File: config.mk
export PLATFORM = sky130hd
export DESIGN_NAME = branch_unit
export DESIGN_NICKNAME = d
export VERILOG_FILES = /design/src/rtl/bu_pkg.sv /design/src/rtl/bu_cond.sv /design/src/rtl/bu_loop.sv /design/src/rtl/bu_target.sv /design/src/rtl/branch_unit.sv
export SDC_FILE = /design/constraint.sdc
export NUM_CORES = 1
export LEC_CHECK = 0
export BUFFER_PORTS_ARGS = -buffer_cell sky130_fd_sc_hd__buf_2
export CAP_MARGIN = 20
export CORE_MARGIN = 2
export CORE_UTILIZATION = 39
export DETAILED_ROUTE_END_ITERATION = 16
export HOLD_SLACK_MARGIN = 0.05
export PLACE_DENSITY_LB_ADDON = 0.3
export RECOVER_POWER = 25
export SETUP_SLACK_MARGIN = 0.4
export SYNTH_ARGS = -nofsm -noshare
export SYNTH_HDL_FRONTEND = slang
export SYNTH_SLANG_ARGS = --single-unit
File: constraint.sdc
create_clock -name clk -period 0.8 [get_ports clk]
set_input_delay 0.04 -clock clk [delete_from_list [all_inputs] [get_ports clk]]
set_output_delay 0.04 -clock clk [all_outputs]
set_load 0.02 [all_outputs]
File: src/rtl/bu_pkg.sv
package bu_pkg;
    typedef enum logic [2:0] {
        K_NONE  = 3'd0,
        K_COND  = 3'd1,
        K_LOOP  = 3'd2,
        K_IJMP  = 3'd3,
        K_FETCH = 3'd4
    } kind_e;
endpackage

File: src/rtl/bu_cond.sv
module bu_cond #(
    parameter int NIB_W = 4
) (
    input  logic [NIB_W-1:0] code_i,
    input  logic             acc_zero_i,
    input  logic             carry_i,
    input  logic             test_n_i,
    output logic             hit_o
);
    logic raw;

    always_comb begin
        raw   = (code_i[2] & acc_zero_i) | (code_i[1] & carry_i) | (code_i[0] & ~test_n_i);
        hit_o = raw ^ code_i[3];
    end

    // an all-zero code never fires; invert alone always fires
    always_comb begin
        if (code_i == NIB_W'(0)) a_r3_code_zero: assert (!hit_o);
        if (code_i == NIB_W'(8)) a_r3_code_always: assert (hit_o);
    end
endmodule

File: src/rtl/bu_loop.sv
module bu_loop #(
    parameter int NIB_W = 4
) (
    input  logic [NIB_W-1:0] reg_i,
    output logic [NIB_W-1:0] inc_o,
    output logic             nonzero_o
);
    always_comb begin
        inc_o     = reg_i + NIB_W'(1);
        nonzero_o = (reg_i != {NIB_W{1'b1}});
    end

    // the nonzero flag agrees with the wrapped sum
    always_comb a_r5_wrap: assert (nonzero_o == (inc_o != '0));
endmodule

File: src/rtl/bu_target.sv
module bu_target #(
    parameter int PC_W  = 12,
    parameter int OFF_W = 8
) (
    input  logic [PC_W-1:0]  pc_i,
    input  logic             two_word_i,
    input  logic [OFF_W-1:0] off_i,
    output logic [PC_W-1:0]  seq_o,
    output logic [PC_W-1:0]  tgt_o
);
    always_comb begin
        seq_o = pc_i + (two_word_i ? PC_W'(2) : PC_W'(1));
        tgt_o = {seq_o[PC_W-1:OFF_W], off_i};
    end
endmodule

File: src/rtl/branch_unit.sv
module branch_unit #(
    parameter int PC_W  = 12,
    parameter int NIB_W = 4
) (
    input  logic                 clk,
    input  logic                 rst_n,
    input  logic                 valid_i,
    input  logic [PC_W-1:0]      pc_i,
    input  logic [NIB_W-1:0]     opr_i,
    input  logic [NIB_W-1:0]     opa_i,
    input  logic [2*NIB_W-1:0]   word2_i,
    input  logic                 acc_zero_i,
    input  logic                 carry_i,
    input  logic                 test_n_i,
    input  logic [NIB_W-1:0]     reg_i,
    input  logic [2*NIB_W-1:0]   pair_i,
    input  logic [2*NIB_W-1:0]   pair0_i,
    output logic                 valid_o,
    output logic                 taken_o,
    output logic                 fetch_o,
    output logic [PC_W-1:0]      addr_o,
    output logic [NIB_W-1:0]     reg_inc_o
);
    import bu_pkg::*;

    localparam int OFF_W = 2 * NIB_W;

    typedef struct packed {
        logic             valid;
        logic             taken;
        logic             fetch;
        logic [PC_W-1:0]  addr;
        logic [NIB_W-1:0] reg_inc;
    } res_t;

    res_t             res_d, res_q;
    kind_e            kind;
    logic             cond_hit, loop_nz, two_word;
    logic [NIB_W-1:0] inc_val;
    logic [OFF_W-1:0] off_sel;
    logic [PC_W-1:0]  seq_addr, tgt_addr;

    bu_cond #(.NIB_W(NIB_W)) u_cond (
        .code_i     (opa_i),
        .acc_zero_i (acc_zero_i),
        .carry_i    (carry_i),
        .test_n_i   (test_n_i),
        .hit_o      (cond_hit)
    );

    bu_loop #(.NIB_W(NIB_W)) u_loop (
        .reg_i     (reg_i),
        .inc_o     (inc_val),
        .nonzero_o (loop_nz)
    );

    bu_target #(.PC_W(PC_W), .OFF_W(OFF_W)) u_tgt (
        .pc_i       (pc_i),
        .two_word_i (two_word),
        .off_i      (off_sel),
        .seq_o      (seq_addr),
        .tgt_o      (tgt_addr)
    );

    always_comb begin
        if (opr_i == NIB_W'(1))      kind = K_COND;
        else if (opr_i == NIB_W'(7)) kind = K_LOOP;
        else if (opr_i == NIB_W'(3)) kind = opa_i[0] ? K_IJMP : K_FETCH;
        else                         kind = K_NONE;

        two_word = (kind == K_COND) || (kind == K_LOOP);
        case (kind)
            K_IJMP:  off_sel = pair_i;
            K_FETCH: off_sel = pair0_i;
            default: off_sel = word2_i;
        endcase

        res_d         = '0;
        res_d.valid   = valid_i;
        res_d.reg_inc = inc_val;
        res_d.addr    = seq_addr;
        case (kind)
            K_COND: begin
                res_d.taken = cond_hit;
                if (cond_hit) res_d.addr = tgt_addr;
            end
            K_LOOP: begin
                res_d.taken = loop_nz;
                if (loop_nz) res_d.addr = tgt_addr;
            end
            K_IJMP: begin
                res_d.taken = 1'b1;
                res_d.addr  = tgt_addr;
            end
            K_FETCH: begin
                res_d.fetch = 1'b1;
                res_d.addr  = tgt_addr;
            end
            default: ;
        endcase
        if (!valid_i) res_d = '0;
    end

    always_ff @(posedge clk or negedge rst_n) begin
        if (!rst_n) res_q <= '0;
        else        res_q <= res_d;
    end

    assign valid_o   = res_q.valid;
    assign taken_o   = res_q.taken;
    assign fetch_o   = res_q.fetch;
    assign addr_o    = res_q.addr;
    assign reg_inc_o = res_q.reg_inc;

    // a result follows each request by exactly one edge
    a_r1_latency: assert property (@(posedge clk) disable iff (!rst_n)
        valid_o == $past(valid_i));

    // taken short branch keeps the offset from the second word
    a_r4_offset: assert property (@(posedge clk) disable iff (!rst_n)
        (valid_o && taken_o && ($past(opr_i) == NIB_W'(1)))
            |-> (addr_o[OFF_W-1:0] == $past(word2_i)));

    // untaken two-word branch skips both words
    a_r4_skip: assert property (@(posedge clk) disable iff (!rst_n)
        (valid_o && !taken_o && (($past(opr_i) == NIB_W'(1)) || ($past(opr_i) == NIB_W'(7))))
            |-> (addr_o == $past(pc_i) + PC_W'(2)));

    // loop branch taken exactly when the new count is nonzero
    a_r5_loop_taken: assert property (@(posedge clk) disable iff (!rst_n)
        (valid_o && ($past(opr_i) == NIB_W'(7))) |-> (taken_o == (reg_inc_o != '0)));

    // indirect jump is always taken
    a_r6_ijmp: assert property (@(posedge clk) disable iff (!rst_n)
        (valid_o && ($past(opr_i) == NIB_W'(3)) && $past(opa_i[0])) |-> taken_o);

    // a fetch never reports a taken branch
    a_r7_fetch: assert property (@(posedge clk) disable iff (!rst_n)
        fetch_o |-> (!taken_o && valid_o));
endmodule

# ---- Word level (Yosys, flattened, before mapping)
# Index checks and enable logic that the tools add are counted.
dict set report word_totals {
  regBits 19
  inputBits 54
  output_inout_bits 19
  wordCells 36
}
dict set report classes {
  n_addsub 2
  eq_ne 8
  n_mux 12
  bitwise_logic 7
  n_reduce_logical 2
}
# operator n
set ops {}
lappend ops {{$pmux W8 S3} 1}
lappend ops {{$mux W19} 1}
lappend ops {{$mux W8} 2}
lappend ops {{$pmux W8 S2} 1}
lappend ops {{$add A12 B2 Y12} 1}
lappend ops {{$mux W3} 4}
lappend ops {{$eq A3 B2 Y1 const B} 2}
lappend ops {{$add A4 B1 Y4 const B} 1}
lappend ops {{$eq A4 B1 Y1 const B} 1}
lappend ops {{$eq A4 B2 Y1 const B} 1}
lappend ops {{$eq A4 B3 Y1 const B} 1}
lappend ops {{$ne A4 B4 Y1 const B} 1}
lappend ops {{$and A1 B1 Y1} 3}
lappend ops {{$eq A3 B1 Y1 const B} 1}
lappend ops {{$eq A3 B3 Y1 const B} 1}
lappend ops {{$pmux W1 S3} 1}
lappend ops {{$mux W2} 1}
lappend ops {{$or A1 B1 Y1} 2}
lappend ops {{$reduce_or A2 Y1} 1}
lappend ops {{$logic_or A1 B1 Y1} 1}
lappend ops {{$mux W1} 1}
lappend ops {{$not A1 Y1} 1}
lappend ops {{$xor A1 B1 Y1} 1}

# ---- Depth between registers and ports, before layout
# Gate-level depths: netlist of run 1.
dict set report depth {
  depth_word 11
  ltp_mapped 10
  depth_no_buf 10
}

# ---- Cells and area by module
# A second synthesis of run 1 with hierarchy kept.
dict set report hier_totals {
  cells_unflattened 203
  hier_area_um2 1904.3
}
# module n_inst cells_each area_each_um2 seq_area_each_um2
set modules_own_cells {}
lappend modules_own_cells {branch_unit 1 150 1456.4 475.5}
lappend modules_own_cells {bu_target 1 44 376.6 0.0}
lappend modules_own_cells {bu_loop 1 6 48.8 0.0}
lappend modules_own_cells {bu_cond 1 3 22.5 0.0}

# ---- Least setup slack after synthesis of run 1
# OpenSTA, ideal clock, no wires.
dict set report synth_timing {
  path_kind {in2reg}
  startpoint {input opr_i[1]}
  endpoint {register res_q, in the netlist addr_o[6]}
  setup_time_ns 0.082
  t_arrival_ns 1.582
  required_ns 0.718
  setup_slack_ns -0.864
  stages 10
  n_path_buf 0
  cell_sequence {xnor2_1 > and2_1 > inv_1 > ha_1 > inv_1 > fa_1 > nor2_1 > xor2_1 > nand3_1 > a31oi_1}
}
# element line
set synth_lines {}
lappend synth_lines {{start, declared} branch_unit.sv:9} ;# input logic [NIB_W-1:0] opr_i,
lappend synth_lines {{end signal, assigned} branch_unit.sv:106} ;# else res_q <= res_d;
lappend synth_lines {{end, declared} branch_unit.sv:36} ;# res_t res_d, res_q;

==> metrics.txt, run 1 <==
Port Buffer Count 72; hpwl dp between 2000 and 3000 um; crit path kind in2reg; Req. time, crit path approximately 1000 ps; failing checks hold timing, setup timing; crit path max fanout 3; met2 routed WL around 2500 um; Core Area about 3000 um2; Final setup viols 32; status complete, but fails checks; Hold Vio Cnt, Final 21; DRT met1 WL roughly 1600 um; clock tree sinks 19; DRT Pass-1 Iters 4; RePlAce Congestion between 0.8 and 0.9; top post-synthesis cells by area dfrtp_1 38%, mux2i_1 6.4%, xor2_1 4.9%, nor2_1 4.8%, xnor2_1 4.2%; Setup crit end kind flip-flop; cells after synthesis between 100 and 150; DRT iter0 DRCs 94; Tmin final roughly 1400 ps; Antenna Nets Post-Route 0; Nets 293; dpl cells approximately 270; Site Rows 20; Avg WL per Cell 15.7 um; synthesized area per cell between 9 and 10 um2; Mapped Area between 1000 and 1500 um2; Max Fclk 726 MHz; HP Class in2async; DR vias ~1400; # IOs 73; Max transition margin 0.312; final worst-path setup slack -577 ps; flops & latches, synth 19; yosys warns 0; CTS tree built; total chip power 0.00253 W; WL final around 4400 um; metal3 WL roughly 230 um; Die Y roughly 61 um; worst IR drop on VDD between 0.5 and 0.6 mV; Power Density about 1100 nW/um2; Leak approximately 1.1 nW; layout cell share with drive strength beyond 1 0.564; cts bufs inserted 3; Die X around 61 um; crit path from opr_i[0]; register area share after synthesis 0.380; Final Util 0.730; Final Non-Filler Cells ~280; CTS root buffer clkbuf_4; critical path launch point type input port; die area 3670 um2; most frequent cell after synthesis dfrtp_1; Final Max Tran Viols 0; main flop type after synthesis dfrtp_1; Final period util 1.72; clk buf depth 2; Worst Hold Slack -112 ps; vias in the first global route approximately 1500; Cell variety after synth 36; number of remaining DRC errors 0; DR vias/cell ~5.2; Async S/R FF share, synth 1.00; first-pass GRT wire length 6600 um; cell taking the most area after synthesis dfrtp_1; Clock H-tree levels 1; top post-synthesis cells by count 19 x dfrtp_1, 16 x nor2_1, 10 x nand2_1, 10 x nand3_1, 9 x a21oi_1; crit path DAT 1590 ps; Global Route Usage Sum 0.243; Inserted Diodes 0; highest metal used met4; largest net degree at the start of global routing 20; Max-Cap Viols 0; initial core utilization 0.409; syn_nets approximately 190; CTS clock-pin slew for the worst setup and hold paths between 100 and 150 ps; EDFF count, synth 0; Yosys top cell area share 0.380; Worst Tran Pin Value between 1000 and 1500 ps; initial antenna violation count 0; RSZ-0062 raised after global routing yes; GR Overflow Total 0; P&R area growth vs syn 78.4%
==> logic make-up after synthesis <==
logic type               count (synthesis)  synth area share
AND/OR/NAND/NOR                         55             0.240
AO/OA/AOI/OAI                           24             0.135
flip-flops                              19             0.380
XOR/XNOR                                13            0.0911
buffers and inverters                   10            0.0430
multiplexers                             8            0.0641
adder cells (fa/ha/maj)                  4            0.0460
==> final timing paths <==
path / endpoint / slack (ps) / depth (start not counted)
min: valid_o$_DFF_PN0_ / -110 / 1
max: addr_o[6]$_DFF_PN0_ / -580 / 11
min in group clk: valid_o$_DFF_PN0_ / -10 / 1
max in group asynchronous: addr_o[1]$_DFF_PN0_ / 290 / 1
==> layout by cell type (no fill, tap or decap), types with 3 or more instances in the layout <==
master    Yosys  layout
buf_2         1      46
buf_6         1      32
dfrtp_1      19      19
buf_4         2      18
nor2_1       16      11
nand2_1      10      10
mux2i_1       8       8
a21oi_1       9       7
nand3_1      10       7
xor2_1        7       7
a31oi_1       6       6
nand4_1       5       5
nor2_2        0       4
xnor2_1       6       4
nand3_2       0       3
clkbuf_4      0       3
clkbuf_1      1       3
==> per-stage QoR <==
step	TNS, ps	cell area, um2	setup slack, ps
CTS	-5970	2150	-499
global route	-8290	2230	-647
finish	-7180	2230	-577
floorplan	-6450	1340	-722
global placement	-9330	1890	-864
detailed placement	-9710	1890	-884
==> worst max-delay path: stages <==
cell and delay (ps):
buf_6 90, nor2b_4 110, and2_4 170, inv_4 70, ha_4 130, inv_2 40, fa_2 380, nor2_4 160
xor2_1 150, nand3_1 80, a31oi_1 170
==> cell type report <==
type / instances / area [um2]
multi-input cells: 104 / 840
fillers: 224 / 823
repair buffers: 102 / 808
flip-flops and latches: 19 / 475
well taps: 44 / 55.1
clock buffers: 4 / 26.3
inverters: 5 / 25.0
==> power breakdown <==
group	total (W)	switching (W)	internal (W)
combinational	0.000982	0.000461	0.000521
sequential	0.00106	0.0000328	0.00103
clock	0.000489	0.000295	0.000194
total	0.00253	0.000789	0.00174
==> metal layers <==
metal,track usage,vias to the layer above
met5,0,-
met4,0.0807,0
met3,0.0384,6
met2,0.485,67
met1,0.251,690
li1,-,679
==> state kept, by name, summed over array words and instances (netlist names) <==
register and cells:
reg_inc_o 4, addr_o 12, taken_o 1, fetch_o 1, valid_o 1
==> repair_timing <==
| item | CTS | global route |
|---|---|---|
| buffers inserted | 2 | 3 |
| gates resized for setup | 60 | 12 |
| pin swaps | 21 | 14 |
| endpoints found under the setup margin | 35 | 36 |
| hold endpoints to repair | 31 | 29 |
| cloned | 0 | 1 |
Note: power is estimated with default switching activity, not from simulation.
==> inputs of run 2 (changes only) <==
CAP_MARGIN = not set   (was 20)
CORE_UTILIZATION = 47   (was 39)
SKIP_LAST_GASP = 1   (was not set)
clock period = 1.6 ns   (was 0.8 ns; I/O delays follow)
==> run 2 against run 1 <==
The flow now finishes without violations. Sequential power decreased by 51%. Total power down 53%. Via count decreased by 1.9%. Routed wire length fell by 11%. Final area decreased by 12%. Flip-flop and latch count did not move. Clock power decreased by 47%. Cell count decreased by 7.6%. Non-clock buffer count is 7 lower. Die area is 16% lower. Utilization increased by 5.0 points. Count of clock-buffer cells in the layout down 1. Critical path type unchanged.
==> metrics.txt, run 2 (synthesis gave the netlist of run 1 again) <==
Worst Hold Slack 60.8 ps (+173 ps); Setup crit end kind flip-flop; Die X 55.6 um (-8.3%); Post-Layout Inst Area 1950 um2 (-12%); Site Rows 18 (-10%); layout cell share with drive strength beyond 1 0.458 (-0.106); Slowest-stage cell, CP fa_2; Worst Tran Pin Value 1030 ps (-0.723 ps); RePlAce Congestion 0.843 (-2.1%); first-pass GRT wire length 6200 um (-6.0%); Die Y 55.6 um (-8.3%); Antenna Nets Post-Route 0 (unchanged); total chip power 0.00120 W (-53%); WL final 3900 um (-11%); largest net degree at the start of global routing 20 (unchanged); Inserted Diodes 0 (unchanged); vias in the first global route 1383 (-9.4%); Max Fclk about 700 MHz; DR vias 1415 (-1.9%); CP delay by family, top adder cells; most common cell after layout, fill and taps aside buf_2; P&R area growth vs syn 56.2%; Fin Setup TNS 0 ps (+7180 ps); Nets 286 (-2.4%); Final Non-Filler Cells 257 (-7.6%); Req. time, crit path 1830 ps (+810 ps); Clock H-tree levels 1 (unchanged); clock tree sinks 19 (unchanged); multi-input logic area 805 um2 (-4.2%); DRT iter0 DRCs 57 (-39%); hpwl dp 2790 um (-5.1%); CTS clock-pin slew for the worst setup and hold paths 120 ps (about the same); fillers 173 (-23%); critical path, cell by cell buf_6 -> xnor2_2 -> and2_4 -> inv_4 -> ha_4 -> inv_4 -> fa_2 -> buf_4 -> xnor2_2 -> nand3_1 -> a31oi_1; HP Class in2reg; crit path DAT 1700 ps (+110 ps); Tmin final between 1000 and 1500 ps; Worst path max stage delay 410 ps (+30 ps); initial core utilization 0.500 (+0.0906); Leak 0.978 nW (-8.5%); Hold Path End addr_o[3]$_DFF_PN0_; die area 3090 um2 (-16%); Global Route Usage Sum 0.249 (+0.00626); Avg WL per Cell 15.2 um (-3.3%); GR Overflow Total 0 (unchanged); DRT Pass-1 Iters 4 (unchanged); initial antenna violation count 0 (unchanged); Power Density 614 nW/um2 (-46%); dpl cells 238 (-11%); Area after DPL 1700 um2 (-10%); CTS root buffer clkbuf_4; cts bufs inserted 3 (unchanged); status finished clean; hold path cells 3; Max-Cap Viols 0 (unchanged); # IOs 73 (unchanged); CTS tree built; Port Buffer Count 72 (unchanged); Final period util 0.919; crit path kind in2reg; max reg flops 12 (unchanged); Final Max Tran Viols 0 (unchanged); number of remaining DRC errors 0 (unchanged); RSZ-0062 raised after global routing yes; register area 475 um2 (unchanged); Hold Vio Cnt, Final 0 (-100%); DR vias/cell 5.51 (+6.1%); Buf/Inv on CP 4 (+1); hold_sp word2_i[3]; critical path launch point type input port; Core Area 2500 um2 (-18%); Max transition margin 0.312 (+0.000482); clk buf depth 2 (unchanged); commonest non-fill, non-tap cells in the layout 67 x buf_2, 19 x dfrtp_1, 15 x nor2_1, 12 x dlygate4sd3_1, 10 x buf_4; Final setup viols 0 (-100%); worst IR drop on VDD 0.490 mV (-6.5%); crit path max fanout 3 (unchanged)
run 2: cell types whose count changed in the layout (fill, tap and decap cells not counted), sizes merged:
cell,previous run,this run
clkinvlp,1,0
inv,4,5
buf,99,81
clkinv,0,1
clkbuf,7,5
dlygate4sd3,0,12
run 2: how the worst max path moves through the flow:
stage / slack, ps / to / cells after the start / start
6_report: 130 / addr_o[2]$_DFF_PN0_ / 11 / opr_i[2]
5_1_grt: 110 / addr_o[2]$_DFF_PN0_ / 11 / opr_i[2]
4_1_cts: 210 / addr_o[6]$_DFF_PN0_ / 11 / opr_i[1]
3_5_place_dp: -160 / addr_o[7]$_DFF_PN0_ / 10 / opr_i[2]
3_3_place_gp: -140 / addr_o[7]$_DFF_PN0_ / 10 / opr_i[0]
2_1_floorplan: 40 / addr_o[6]$_DFF_PN0_ / 10 / opr_i[0]
run 2: metrics by stage:
step | worst slack [ps] | util
3_3_place_gp | -138 | 0.680
4_1_cts | 214 | 0.763
5_1_grt | 108 | 0.781
3_5_place_dp | -157 | 0.680
2_1_floorplan | 37.6 | -
6_report | 129 | 0.781
run 2: worst min-delay path: cells and delay by family:
kind / cells / cell delay, ps
buffers and inverters: 1 / 100
and+or+nand+nor: 1 / 60
AOI/OAI and AO/OA: 1 / 90
run 2: routing by layer:
metal / routed length, um / track usage
met1: 1550 / 0.320
met2: 1980 / 0.417
met5: 0 / 0
met3: 265 / 0.0372
met4: 102 / 0.105
run 2: final cells by class:
| cell class | count | area share |
|---|---|---|
| clock buffer | 3 | 0.0115 |
| inverter | 5 | 0.0122 |
| sequential | 19 | 0.244 |
| clock inverter | 1 | 0.00256 |
| multi-input combinational | 104 | 0.412 |
| tap | 30 | 0.0192 |
| timing repair buffer | 95 | 0.299 |
run 2: what timing repair did:
action                                  4_1_cts  5_1_grt
resized for setup                             9        6
pin swaps                                    14       12
hold buffers                                 12        0
cloned                                        0        0
endpoints found under the setup margin       11       11
setup buffers                                 1        2
endpoints found under the hold margin        31        0
run 2: report_power, final:
group	internal, W	switching (W)
sequential	0.000512	0.00000856
clock	0.0000936	0.000165
combinational	0.000202	0.000217
